==> src/rtl/mbus_pkg.sv <==
package mbus_pkg;

    localparam int OPW = 3;

    typedef enum logic [OPW-1:0] {
        OPC_NONE = 3'd0,
        OPC_RD   = 3'd1,
        OPC_WR   = 3'd2,
        OPC_RBLK = 3'd3,
        OPC_WBLK = 3'd4,
        OPC_CONT = 3'd5,
        OPC_HOLD = 3'd6,
        OPC_RSVD = 3'd7
    } opc_e;

    typedef enum logic [OPW-1:0] {
        STS_NONE  = 3'd0,
        STS_OK    = 3'd1,
        STS_FAIL  = 3'd2,
        STS_RETRY = 3'd3
    } sts_e;

    typedef enum logic [2:0] {
        KIND_RD,
        KIND_WR,
        KIND_RBLK,
        KIND_WBLK,
        KIND_ERR
    } kind_e;

    typedef enum logic [2:0] {
        PH_IDLE,
        PH_TURN,
        PH_WBEAT,
        PH_WAIT,
        PH_RBEAT,
        PH_FIN
    } phase_e;

    typedef struct packed {
        kind_e kind;
        sts_e  sts;
    } class_t;

    // Sort an accepted request into a transfer kind and its closing status.
    function automatic class_t classify(input logic [OPW-1:0] op,
                                        input logic cnt_zero,
                                        input logic past_end);
        class_t c;
        c.kind = KIND_ERR;
        c.sts  = STS_FAIL;
        case (op)
            OPC_RD: begin c.kind = KIND_RD; c.sts = STS_OK; end
            OPC_WR: begin c.kind = KIND_WR; c.sts = STS_OK; end
            OPC_RBLK, OPC_WBLK: begin
                if (cnt_zero) begin
                    c.kind = KIND_ERR; c.sts = STS_FAIL;
                end else if (past_end) begin
                    c.kind = KIND_ERR; c.sts = STS_RETRY;
                end else begin
                    c.kind = (op == OPC_RBLK) ? KIND_RBLK : KIND_WBLK;
                    c.sts  = STS_OK;
                end
            end
            default: ;
        endcase
        return c;
    endfunction

    function automatic logic reads_back(input kind_e k);
        return (k == KIND_RD) || (k == KIND_RBLK);
    endfunction

    function automatic logic is_block(input kind_e k);
        return (k == KIND_RBLK) || (k == KIND_WBLK);
    endfunction

endpackage

==> src/rtl/mbus_decode.sv <==
module mbus_decode
    import mbus_pkg::*;
#(
    parameter int              ADDR_W = 8,
    parameter int              CNT_W  = 8,
    parameter int              DEPTH  = 16,
    parameter logic [ADDR_W-1:0] BASE = 8'h40,
    parameter int              IDX_W  = $clog2(DEPTH)
) (
    input  logic [ADDR_W+CNT_W-1:0] ad,
    input  logic [OPW-1:0]          op,
    output logic                    hit,
    output logic [IDX_W-1:0]        idx,
    output logic [CNT_W-1:0]        cnt,
    output class_t                  cls
);
    localparam int SPAN_W = CNT_W + 1;

    logic [ADDR_W-1:0] addr;
    logic [SPAN_W-1:0] span;
    logic              past_end;

    assign addr     = ad[ADDR_W-1:0];
    assign cnt      = ad[ADDR_W +: CNT_W];
    assign idx      = addr[IDX_W-1:0];
    assign hit      = (addr[ADDR_W-1:IDX_W] == BASE[ADDR_W-1:IDX_W]);
    assign span     = {1'b0, cnt} + SPAN_W'(idx);
    assign past_end = (span > SPAN_W'(DEPTH));
    assign cls      = classify(op, (cnt == '0), past_end);

endmodule

==> src/rtl/mbus_waitgen.sv <==
module mbus_waitgen #(
    parameter int WAIT_W = 4
) (
    input  logic              clk,
    input  logic              rst,
    input  logic              load,
    input  logic [WAIT_W-1:0] load_val,
    output logic              busy,
    output logic              last
);
    logic [WAIT_W-1:0] wcnt;

    always_ff @(posedge clk) begin
        if (rst) begin
            wcnt <= '0;
        end else if (load) begin
            wcnt <= load_val;
        end else if (wcnt != '0) begin
            wcnt <= wcnt - WAIT_W'(1);
        end
    end

    assign busy = (wcnt != '0);
    assign last = (wcnt == WAIT_W'(1));

    // the final wait cycle is followed by an idle counter
    assert_wait_expires_R5: assert property (@(posedge clk) disable iff (rst)
        (last && !load) |=> !busy);

    // a nonzero load always opens a wait window
    assert_wait_loaded_R5: assert property (@(posedge clk) disable iff (rst)
        (load && load_val != '0) |=> busy);

endmodule

==> src/rtl/mbus_store.sv <==
module mbus_store #(
    parameter int DATA_W = 16,
    parameter int DEPTH  = 16,
    parameter int IDX_W  = $clog2(DEPTH)
) (
    input  logic              clk,
    input  logic              rst,
    input  logic              we,
    input  logic [IDX_W-1:0]  waddr,
    input  logic [DATA_W-1:0] wdata,
    input  logic [IDX_W-1:0]  raddr,
    output logic [DATA_W-1:0] rdata
);
    logic [DATA_W-1:0] mem [DEPTH];

    always_ff @(posedge clk) begin
        if (rst) begin
            for (int i = 0; i < DEPTH; i++) begin
                mem[i] <= '0;
            end
        end else if (we) begin
            mem[waddr] <= wdata;
        end
    end

    assign rdata = mem[raddr];

endmodule

==> src/rtl/mbus_slave.sv <==
module mbus_slave
    import mbus_pkg::*;
#(
    parameter int                ADDR_W = 8,
    parameter int                CNT_W  = 8,
    parameter int                DEPTH  = 16,
    parameter logic [ADDR_W-1:0] BASE   = 8'h40,
    parameter int                WAIT_W = 4
) (
    input  logic                    clk,
    input  logic                    rst,
    input  logic                    bus_start,
    input  logic [ADDR_W+CNT_W-1:0] bus_ad_in,
    input  logic [2:0]              bus_op_in,
    input  logic [WAIT_W-1:0]       wait_states,
    output logic                    bus_finish,
    output logic [ADDR_W+CNT_W-1:0] bus_ad_out,
    output logic                    bus_ad_oe,
    output logic [2:0]              bus_op_out,
    output logic                    bus_op_oe
);
    localparam int DATA_W = ADDR_W + CNT_W;
    localparam int IDX_W  = $clog2(DEPTH);

    phase_e            phase;
    kind_e             kind_q;
    sts_e              sts_q;
    logic [IDX_W-1:0]  ptr;
    logic [CNT_W-1:0]  remain;

    logic              dec_hit;
    logic [IDX_W-1:0]  dec_idx;
    logic [CNT_W-1:0]  dec_cnt;
    class_t            dec_cls;

    logic              accept;
    logic              beat_in;
    logic              last_beat;
    logic              enter_tail;
    logic              wait_load;
    logic              wait_busy;
    logic              wait_last;
    logic              store_we;
    logic [DATA_W-1:0] store_rdata;
    phase_e            tail_tgt;

    mbus_decode #(
        .ADDR_W (ADDR_W),
        .CNT_W  (CNT_W),
        .DEPTH  (DEPTH),
        .BASE   (BASE),
        .IDX_W  (IDX_W)
    ) decode_i (
        .ad  (bus_ad_in),
        .op  (bus_op_in),
        .hit (dec_hit),
        .idx (dec_idx),
        .cnt (dec_cnt),
        .cls (dec_cls)
    );

    assign accept     = bus_start && dec_hit && (phase == PH_IDLE);
    assign beat_in    = (phase == PH_WBEAT) && (bus_op_in == OPC_CONT);
    assign last_beat  = (remain == CNT_W'(1));
    assign enter_tail = (phase == PH_TURN) || (beat_in && last_beat);
    assign wait_load  = enter_tail && (wait_states != '0);
    assign tail_tgt   = reads_back(kind_q) ? PH_RBEAT : PH_FIN;
    assign store_we   = ((phase == PH_TURN) && (kind_q == KIND_WR)) || beat_in;

    mbus_waitgen #(
        .WAIT_W (WAIT_W)
    ) waitgen_i (
        .clk      (clk),
        .rst      (rst),
        .load     (wait_load),
        .load_val (wait_states),
        .busy     (wait_busy),
        .last     (wait_last)
    );

    mbus_store #(
        .DATA_W (DATA_W),
        .DEPTH  (DEPTH),
        .IDX_W  (IDX_W)
    ) store_i (
        .clk   (clk),
        .rst   (rst),
        .we    (store_we),
        .waddr (ptr),
        .wdata (bus_ad_in),
        .raddr (ptr),
        .rdata (store_rdata)
    );

    always_ff @(posedge clk) begin
        if (rst) begin
            phase  <= PH_IDLE;
            kind_q <= KIND_RD;
            sts_q  <= STS_NONE;
            ptr    <= '0;
            remain <= '0;
        end else begin
            case (phase)
                PH_IDLE: begin
                    if (accept) begin
                        kind_q <= dec_cls.kind;
                        sts_q  <= dec_cls.sts;
                        ptr    <= dec_idx;
                        remain <= is_block(dec_cls.kind) ? dec_cnt : CNT_W'(1);
                        phase  <= (dec_cls.kind == KIND_WBLK) ? PH_WBEAT : PH_TURN;
                    end
                end
                PH_TURN: begin
                    phase <= wait_load ? PH_WAIT : tail_tgt;
                end
                PH_WBEAT: begin
                    if (beat_in) begin
                        ptr    <= ptr + IDX_W'(1);
                        remain <= remain - CNT_W'(1);
                        if (last_beat) begin
                            phase <= wait_load ? PH_WAIT : tail_tgt;
                        end
                    end
                end
                PH_WAIT: begin
                    if (wait_last) begin
                        phase <= tail_tgt;
                    end
                end
                PH_RBEAT: begin
                    ptr    <= ptr + IDX_W'(1);
                    remain <= remain - CNT_W'(1);
                    if (last_beat) begin
                        phase <= PH_IDLE;
                    end
                end
                PH_FIN: begin
                    phase <= PH_IDLE;
                end
                default: phase <= PH_IDLE;
            endcase
        end
    end

    always_comb begin
        bus_finish = (phase == PH_FIN) || ((phase == PH_RBEAT) && last_beat);
        bus_ad_oe  = (phase == PH_RBEAT);
        bus_ad_out = bus_ad_oe ? store_rdata : '0;
        bus_op_oe  = bus_finish || bus_ad_oe;
        bus_op_out = OPC_NONE;
        if (phase == PH_FIN) begin
            bus_op_out = sts_q;
        end else if (phase == PH_RBEAT) begin
            if (!last_beat) begin
                bus_op_out = OPC_CONT;
            end else begin
                bus_op_out = (kind_q == KIND_RBLK) ? OPC_HOLD : STS_OK;
            end
        end
    end

    // the cycle after an accepted start never carries slave data
    assert_turnaround_R4: assert property (@(posedge clk) disable iff (rst)
        accept |=> !bus_ad_oe);

    // a start outside the window draws no response
    assert_miss_silent_R1: assert property (@(posedge clk) disable iff (rst)
        (phase == PH_IDLE && bus_start && !dec_hit) |=> (!bus_finish && !bus_op_oe && !bus_ad_oe));

    // finish is a single-cycle pulse
    assert_finish_pulse_R3: assert property (@(posedge clk) disable iff (rst)
        bus_finish |=> !bus_finish);

    // block read beats are back to back until the closing beat
    assert_beats_contiguous_R7: assert property (@(posedge clk) disable iff (rst)
        (bus_ad_oe && !bus_finish) |=> bus_ad_oe);

    // a wait phase is only held while the counter is running
    assert_wait_phase_R5: assert property (@(posedge clk) disable iff (rst)
        (phase == PH_WAIT) |-> wait_busy);

endmodule

==> config.mk <==
export PLATFORM = sky130hd
export DESIGN_NAME = mbus_slave
export DESIGN_NICKNAME = d
export VERILOG_FILES = /design/src/rtl/mbus_pkg.sv /design/src/rtl/mbus_decode.sv /design/src/rtl/mbus_waitgen.sv /design/src/rtl/mbus_store.sv /design/src/rtl/mbus_slave.sv
export SDC_FILE = /design/constraint.sdc
export NUM_CORES = 1
export LEC_CHECK = 0
export ABC_AREA = 1
export BUFFER_PORTS_ARGS = -buffer_cell sky130_fd_sc_hd__buf_2
export CORE_UTILIZATION = 35
export DETAILED_ROUTE_END_ITERATION = 8
export GPL_TIMING_DRIVEN = 0
export SLEW_MARGIN = 20
export SYNTH_ARGS = -nofsm -noshare
export SYNTH_HDL_FRONTEND = slang
export SYNTH_SLANG_ARGS = --single-unit
export TNS_END_PERCENT = 100
==> constraint.sdc <==
create_clock -name clk -period 3.75 [get_ports clk]
set_input_delay 0 -clock clk [delete_from_list [all_inputs] [get_ports clk]]
set_output_delay 0 -clock clk [all_outputs]
set_load 0.005 [all_outputs]
; Word-level counts from Yosys, hierarchy flattened
; Memories as Yosys holds them, arrays and structs flattened. A register that Yosys moved wholly into a read port is not among the register bits.
; Index checks and enable logic that the tools add are counted.
[word_totals]
register_bits = 25
latchBits = 0
mem_bits_rw = 256
rom_bits = 0
inputBits = 26
out_inout_bits = 22
word_cells = 96
memories = 1
[op_classes]
add_sub_neg = 4
mul = 0
div_mod_pow = 0
n_lt_le_gt_ge = 1
eq_ne = 22
shifts = 0
mux = 37
n_bitwise = 0
n_reduce_logical = 25
[memory_table]
columns = memory, depth, word_bits, rd, rd_clocked_by_memory_dff, write_ports, line_no
row1 = store_i.mem, 16, 16, 1, 1, 16, mbus_store.sv:14  ; logic [DATA_W-1:0] mem [DEPTH];
[ops]
columns = operator, n
row1 = two-way mux 16 bit, 2
row2 = two-way mux 3 bit, 10
row3 = two-way mux 4 bit, 7
row4 = two-way mux 8 bit, 3
row5 = one-hot mux 8 bit (3 select lines), 1
row6 = == test 3 x 2 -> 1 bit (second input constant), 7
row7 = one-hot mux 6 bit (3 select lines), 1
row8 = OR reduction 16 bit, 1
row9 = one-hot mux 3 bit (5 select lines), 1
row10 = == test 3 bit (second input constant), 4
row11 = two-way mux 6 bit, 2
row12 = one-hot mux 4 bit (3 select lines), 1
row13 = adder 8 x 4 -> 9 bit, 1
row14 = == test 3 x 1 -> 1 bit (second input constant), 3
row15 = greater-than comparator 9 x 5 -> 1 bit (second input constant), 1
row16 = == test 8 x 1 -> 1 bit (second input constant), 1
row17 = logical NOT 8 bit, 1
row18 = two-way mux 1 bit, 8
row19 = != test 2 bit (second input constant), 4
row20 = nonzero test 4 bit, 2
row21 = subtractor 8 x 1 -> 8 bit (second input constant), 1
row22 = logical AND 1 bit, 7
row23 = logical NOT 3 bit, 2
row24 = logical OR 1 bit, 6
row25 = other kinds (12), 12

; Logic depth before layout (Yosys ltp)
; Gate-level depths: netlist of the first run.
[logic_depth]
word_depth = 10
mapped_depth = 15

; By module
; A second synthesis of the first run with hierarchy kept.
[hier_totals]
cells_unflattened = 1769
area_unflattened_um2 = 14621.5
[by_module_without_submodules]
columns = mod, instances, cells_each, area_per_inst_um2, seq_area_each_um2
row1 = mbus_store, 1, 1383, 12321.8, 7687.4
row2 = mbus_slave, 1, 258, 1529.0, 420.4
row3 = mbus_decode, 1, 84, 476.7, 0.0
row4 = mbus_waitgen, 1, 44, 294.0, 80.1

; Least setup slack after synthesis of the first run
; OpenSTA, ideal clock, no wires.
[synth_path]
path_kind = reg2reg
start = reg phase[0]
end = mem store_i.mem[10][0], enable pin
setup_time_ns = 0.372
arrival_ns = 1.675
path_slack_ns = 1.703
stages_incl_launch_ff = 10
path_buffers = 1
period_less_slack_ns = 2.047
path_cell_list = dfxtp_1 inv_1 nor3_1 inv_1 nor2_2 o21ai_4 nor2_4 nand2_2 buf_6 nand2_1
[synth_rtl]
columns = element, line_no
row1 = from (decl), mbus_slave.sv:25  ; phase_e phase;
row2 = from (signal assigned), mbus_slave.sv:110  ; phase <= (dec_cls.kind == KIND_WBLK) ? PH_WBEAT : PH_TURN;
row3 = from (signal assigned), mbus_slave.sv:114  ; phase <= wait_load ? PH_WAIT : tail_tgt;
row4 = from (signal assigned), mbus_slave.sv:121  ; phase <= wait_load ? PH_WAIT : tail_tgt;
row5 = to (decl), mbus_store.sv:14

==> metrics.cfg, run 1 <==
[status]
outcome = finished, final reports clean

[routing]
viasPerCell = 5.50
ant_nets = 0
drt_iter0_markers = 1329
routedWlPerCell_um = 23.4
first_pass_iters = 6
route.vias.total = 10800
post-route-drc-count = 0
wl_um = 46100

[clocking]
clk_latency_ps = 600
cts_buffers = 31
htree_levels = 1
cts_tree = done
clockBufferDepth = 3
root_buffer = clkbuf_16
clk_pin_slew_ps = 60
clock_sinks = 283
cts-resized-gates = 0

[global_route]
grt_max_degree = 17
grt_usage = 0.236
grt_pass1_vias = 10500
grt_pass1_wl_um = 66600
antenna_found_initial = 1
grt_overflow = 0

[worst_setup_path]
crit_fanout = 10
path_delay_family = buffers and inverters
slowest_delay_ps = 710
criticalPathCategory = flop to output pin
slowest_stage = clkbuf_1
crit_top_cell = buf_2
required_ps = 3750
crit_path_start_kind = flop
cp_data_arrival_time_ps = 3390
path_cells = buf_4 -> buf_2 -> clkbuf_1 -> nor2_1 -> o221ai_1 -> nand3_1 -> a21oi_1 -> buf_2
worst-path-buf-inv = 4
cp-end-kind = output pin

[final_layout]
drive_above_1_share = 0.114
syn2layout_area_growth_pct = 15.5
num-fill-cells = 3739
fin_nets = 1477

[logic_synthesis]
yosys.area.top_type = edfxtp_1
ys_seq_area_frac = 0.615
synth_edf_count = 256
syn_avg_cell_area_um2 = 10.1
yosys_most_used_dff = edfxtp_1
netlist_instances = 1327
ys_types = 41
async_flop_share = 0
synth.area.top_cells = edfxtp_1, nor2_1, o21ai_0
ys_warn_count = 0
synthDominantCellAreaShare = 0.575
ys_seq_elements = 283
netlist_area_um2 = 13400
syn_nets = 1367

[floorplan]
io_pins = 48
initial_utilization = 0.355
die_h_um = 197
rows = 71
core_area_um2 = 37700
die_x_um = 197
die_area_um2 = 39000

[timing]
hold_viol = 0
hold_slack_ps = 14.8
tightest_slew_ps = 972
setup_violations = 0
finalCritPeriodShare = 0.904
max_slew_margin = 0.352
grt_setup_unrepaired = false
maxSlewViolCount = 0
clock_skew_ps = 23.1
period_minus_slack_ps = 3390
clock.fmax_mhz = 295
setup-tns-final_ps = 0

[flow_run]
maxCapViolCount = 0

[power_and_ir_drop]
combPwrFrac = 0.118
p_per_area_nw_per_um2 = 471
p_sw_mw = 1.94
p_int_mw = 5.34
switching_share = 0.266
p_leak_nw = 5.97
pwr-share-seq = 0.496
ir_drop_uv = 363
clkPwrFrac = 0.386

[min_path]
worstHoldPathType = input pin to flop

[placed_design]
dp_hpwl_um = 31000
gp_congestion = 0.959
portBuffers = 47

## worst paths after layout
check	slack (ps)	end	startpoint	cells past startpoint
setup / recovery	360	bus_ad_out[6]	flop	8
hold / removal	10	sts_q[0]	bus_ad_in[8]	5
setup reg to reg	1000	waitgen_i.wcnt[2]	remain[1]	11
hold reg to reg	470	sts_q[0]	sts_q[0]	2
## power by group through the flow
stage          clock [mW]  sequential (mW)  combinational, mW
3_5_place_dp            0             3.68              0.779
6_report             2.81             3.61              0.857
2_1_floorplan           0             3.66              0.485
4_1_cts              2.80             3.61              0.828
3_3_place_gp            0             3.67              0.774
5_1_grt              2.91             3.62              0.923
## per-layer routing
metal	routed length, µm	GRT usage	up-vias
met3	4790	0.0517	156
li1	-	-	4861
met5	18	0	-
met1	18200	0.310	5185
met4	3000	0.138	2
met2	20100	0.359	633
## registers in the layout (all words and copies together), names as in the netlist, named ones only
signal,flops
waitgen_i.wcnt,4
remain,8
kind_q,2
store_i.mem,256
phase,3
ptr,4
sts_q,2
## cells by family (layout without fill, tap and decap cells)
family	after synthesis	in the layout	synth area share
buf+inv	161	294	0.0569
compound gates	288	288	0.130
fa+ha+maj	14	14	0.0137
simple gates	576	576	0.181
flops	283	283	0.615
xor+xnor	5	5	0.00327
other cells	0	1	0
## cells in the mapped netlist (all sizes together) (2+ instances only)
master	n
nor3	8
o221ai	46
a211oi	4
o22ai	20
nor2	426
a2111oi	2
a31oi	3
o21ai	148
ha	13
a21oi	45
nand2	93
xor2	2
edfxtp	256
dfxtp	27
o211ai	18
clkbuf	54
or2	3
buf	36
inv	62
clkinv	9
nand3	39
xnor2	3
nand4	6
## placed cells by master, fill, tap and decap left out, drive strengths merged, types with 20 or more instances in the layout
cell type	instances
nand2	93
dlygate4sd3	30
a21oi	45
nor2	426
clkbuf	99
o22ai	20
dfxtp	27
inv	65
edfxtp	256
o21ai	148
nand3	39
buf	83
o221ai	46
## tightest hold or removal path: stages
cell and delay, ps:
buf_2 110, nor2_1 40, nand4_1 170, o21ai_0 120, a21oi_1 120
## area by class of cell
| class | count | area, µm² | share of cell area |
|---|---|---|---|
| clock inverters | 11 | 70.1 | 0.00453 |
| flip-flops and latches | 283 | 8230 | 0.532 |
| repair buffers | 77 | 536 | 0.0347 |
| inverters | 71 | 267 | 0.0172 |
| diodes | 1 | 2.50 | 0.000162 |
| plain buffers | 90 | 494 | 0.0320 |
| multi-input cells | 883 | 4390 | 0.284 |
| well taps | 511 | 639 | 0.0414 |
| clock buffers | 45 | 828 | 0.0536 |
## per-stage QoR
step	std cells	util	instance area, µm²	setup slack, ps	total power, mW
3_5_place_dp	1885	0.378	14300	1090	4.46
2_1_floorplan	1327	-	13400	1700	4.14
3_3_place_gp	1885	0.378	14300	1130	4.44
6_report	1972	0.410	15500	360	7.27
4_1_cts	1971	0.410	15400	541	7.24
5_1_grt	1971	0.410	15400	278	7.46
## timing repair
item                                   in CTS  in global routing
hold buffers                               30                  0
endpoints found under the hold margin      74                  0
setup buffers                               0                  0
(Power assumes the default switching activity.)
==> run 2: changes to the inputs <==
- CORE_UTILIZATION: 35 -> 50
- PLACE_DENSITY: default -> 0.67
==> metrics.cfg, run 2 (synthesized netlist as in run 1, its figures left out) <==
[status]
outcome = complete, but fails checks
failed_checks = DRC

[routing]
viasPerCell = 6.13
first_pass_iters = 8
ant_nets = 0
post-route-drc-count = 2
wl_um = 42700
drt_iter0_markers = 1474
routedWlPerCell_um = 23.8
route.vias.total = 11000

[worst_setup_path]
criticalPathCategory = flop to output pin
cp_data_arrival_time_ps = 3090
crit_path_start_kind = flop
crit_fanout = 10
cp-end-kind = output pin
r2r_slack_ps = 1020
r2r_end = waitgen_i.wcnt[2]
required_ps = 3750
r2r-start = remain[1]
r2r_cells = 11

[power_and_ir_drop]
p_leak_nw = 6.06
ir_drop_uv = 319
p_per_area_nw_per_um2 = 493
power_mw = 7.57

[timing]
period_minus_slack_ps = 3090
setup_violations = 0
hold_viol = 0
hold_slack_ps = 20.3
setup-tns-final_ps = 0
tightest_slew_ps = 931
grt_setup_unrepaired = false
clock_skew_ps = 20.3
maxSlewViolCount = 0
finalCritPeriodShare = 0.824
max_slew_margin = 0.380
clock.fmax_mhz = 324

[global_route]
antenna_found_initial = 0
grt_overflow = 0
grt_pass1_vias = 10400
grt_pass1_wl_um = 62200
grt_usage = 0.315
grt_max_degree = 17

[clocking]
clk_latency_ps = 560
post_cts_buffers = 0
cts-resized-gates = 0
htree_levels = 1
cts_tree = done
clk_pin_slew_ps = 60
cts_hold_buf = 29
clockBufferDepth = 3
root_buffer = clkbuf_16
clock_sinks = 283
cts_buffers = 30

[final_layout]
largest_reg_flops = 256
top_regs = store_i.mem: 256 flops, remain: 8 flops
num-fill-cells = 2183
final_common_cell = nor2_1
layout.cells.most_common_list = nor2_1, edfxtp_1, o21ai_0
syn2layout_area_growth_pct = 14.9
fin_nets = 1475
top_register = store_i.mem
fin_util = 0.588
drive_above_1_share = 0.123
layout.cells.non_filler = 1794
antenna_cells = 0

[placed_design]
dp_hpwl_um = 28900
gp_congestion = 0.927
placed_cells = 1709
portBuffers = 47

[min_path]
hold_end = store_i.mem[3][2]
min_path_cells = 3
worstHoldPathType = input pin to flop
holdCritStartpoint = bus_ad_in[2]

[floorplan]
core_area_um2 = 26100
rows = 59
initial_utilization = 0.512
die_h_um = 166
die_area_um2 = 27400
io_pins = 48
die_x_um = 166

[flow_run]
maxCapViolCount = 0

[run 2: where the power goes]
part | leakage [nW] | switching (mW) | internal [mW]
Sequential | 2.86 | 0.0555 | 3.55
Combinational | 2.67 | 0.577 | 0.251
Clock | 0.522 | 1.23 | 1.90
[run 2: area by class of cell]
class                      count  area [µm²]  area share
timing repair buffer          76         526      0.0342
tap                          335         419      0.0273
buffer                        90         494      0.0322
clock inverter                15         175      0.0114
sequential                   283        8230       0.535
inverter                      71         267      0.0173
multi-input combinational    883        4390       0.285
clock buffer                  41         875      0.0569
[run 2: worst max path at each step]
stage                                     end  slack [ps]  cells past startpoint
after global routing           bus_ad_out[15]         550                      8
after global placement     store_i.mem[13][8]        1170                      9
after detailed placement  store_i.mem[13][13]        1120                      9
final                          bus_ad_out[15]         660                      8
after CTS                      bus_ad_out[15]         790                      8
after floorplan            store_i.mem[10][0]        1700                      9
[run 2: worst max-delay path, cell delays in order, from the launching register on]
cell and delay, ps:
dfxtp_1 370, buf_4 170, buf_2 290, clkbuf_1 670
nor2_1 120, o221ai_1 200, nand3_1 170, a21oi_1 350
buf_2 190
[run 2: through the flow]
stage | cell area [µm²] | setup WS (ps)
final | 15400 | 659
after global routing | 15400 | 548
after CTS | 15400 | 788
after detailed placement | 14000 | 1120
after global placement | 14000 | 1170
after floorplan | 13400 | 1700
[run 2: routing by layer]
layer	share of wire	routed length, µm	vias up	global-route usage
met3	0.11	4910	149	0.0624
met4	0.050	2130	0	0.141
met5	0	0	-	0
met1	0.39	16600	5266	0.424
li1	-	-	4856	-
met2	0.45	19100	721	0.492
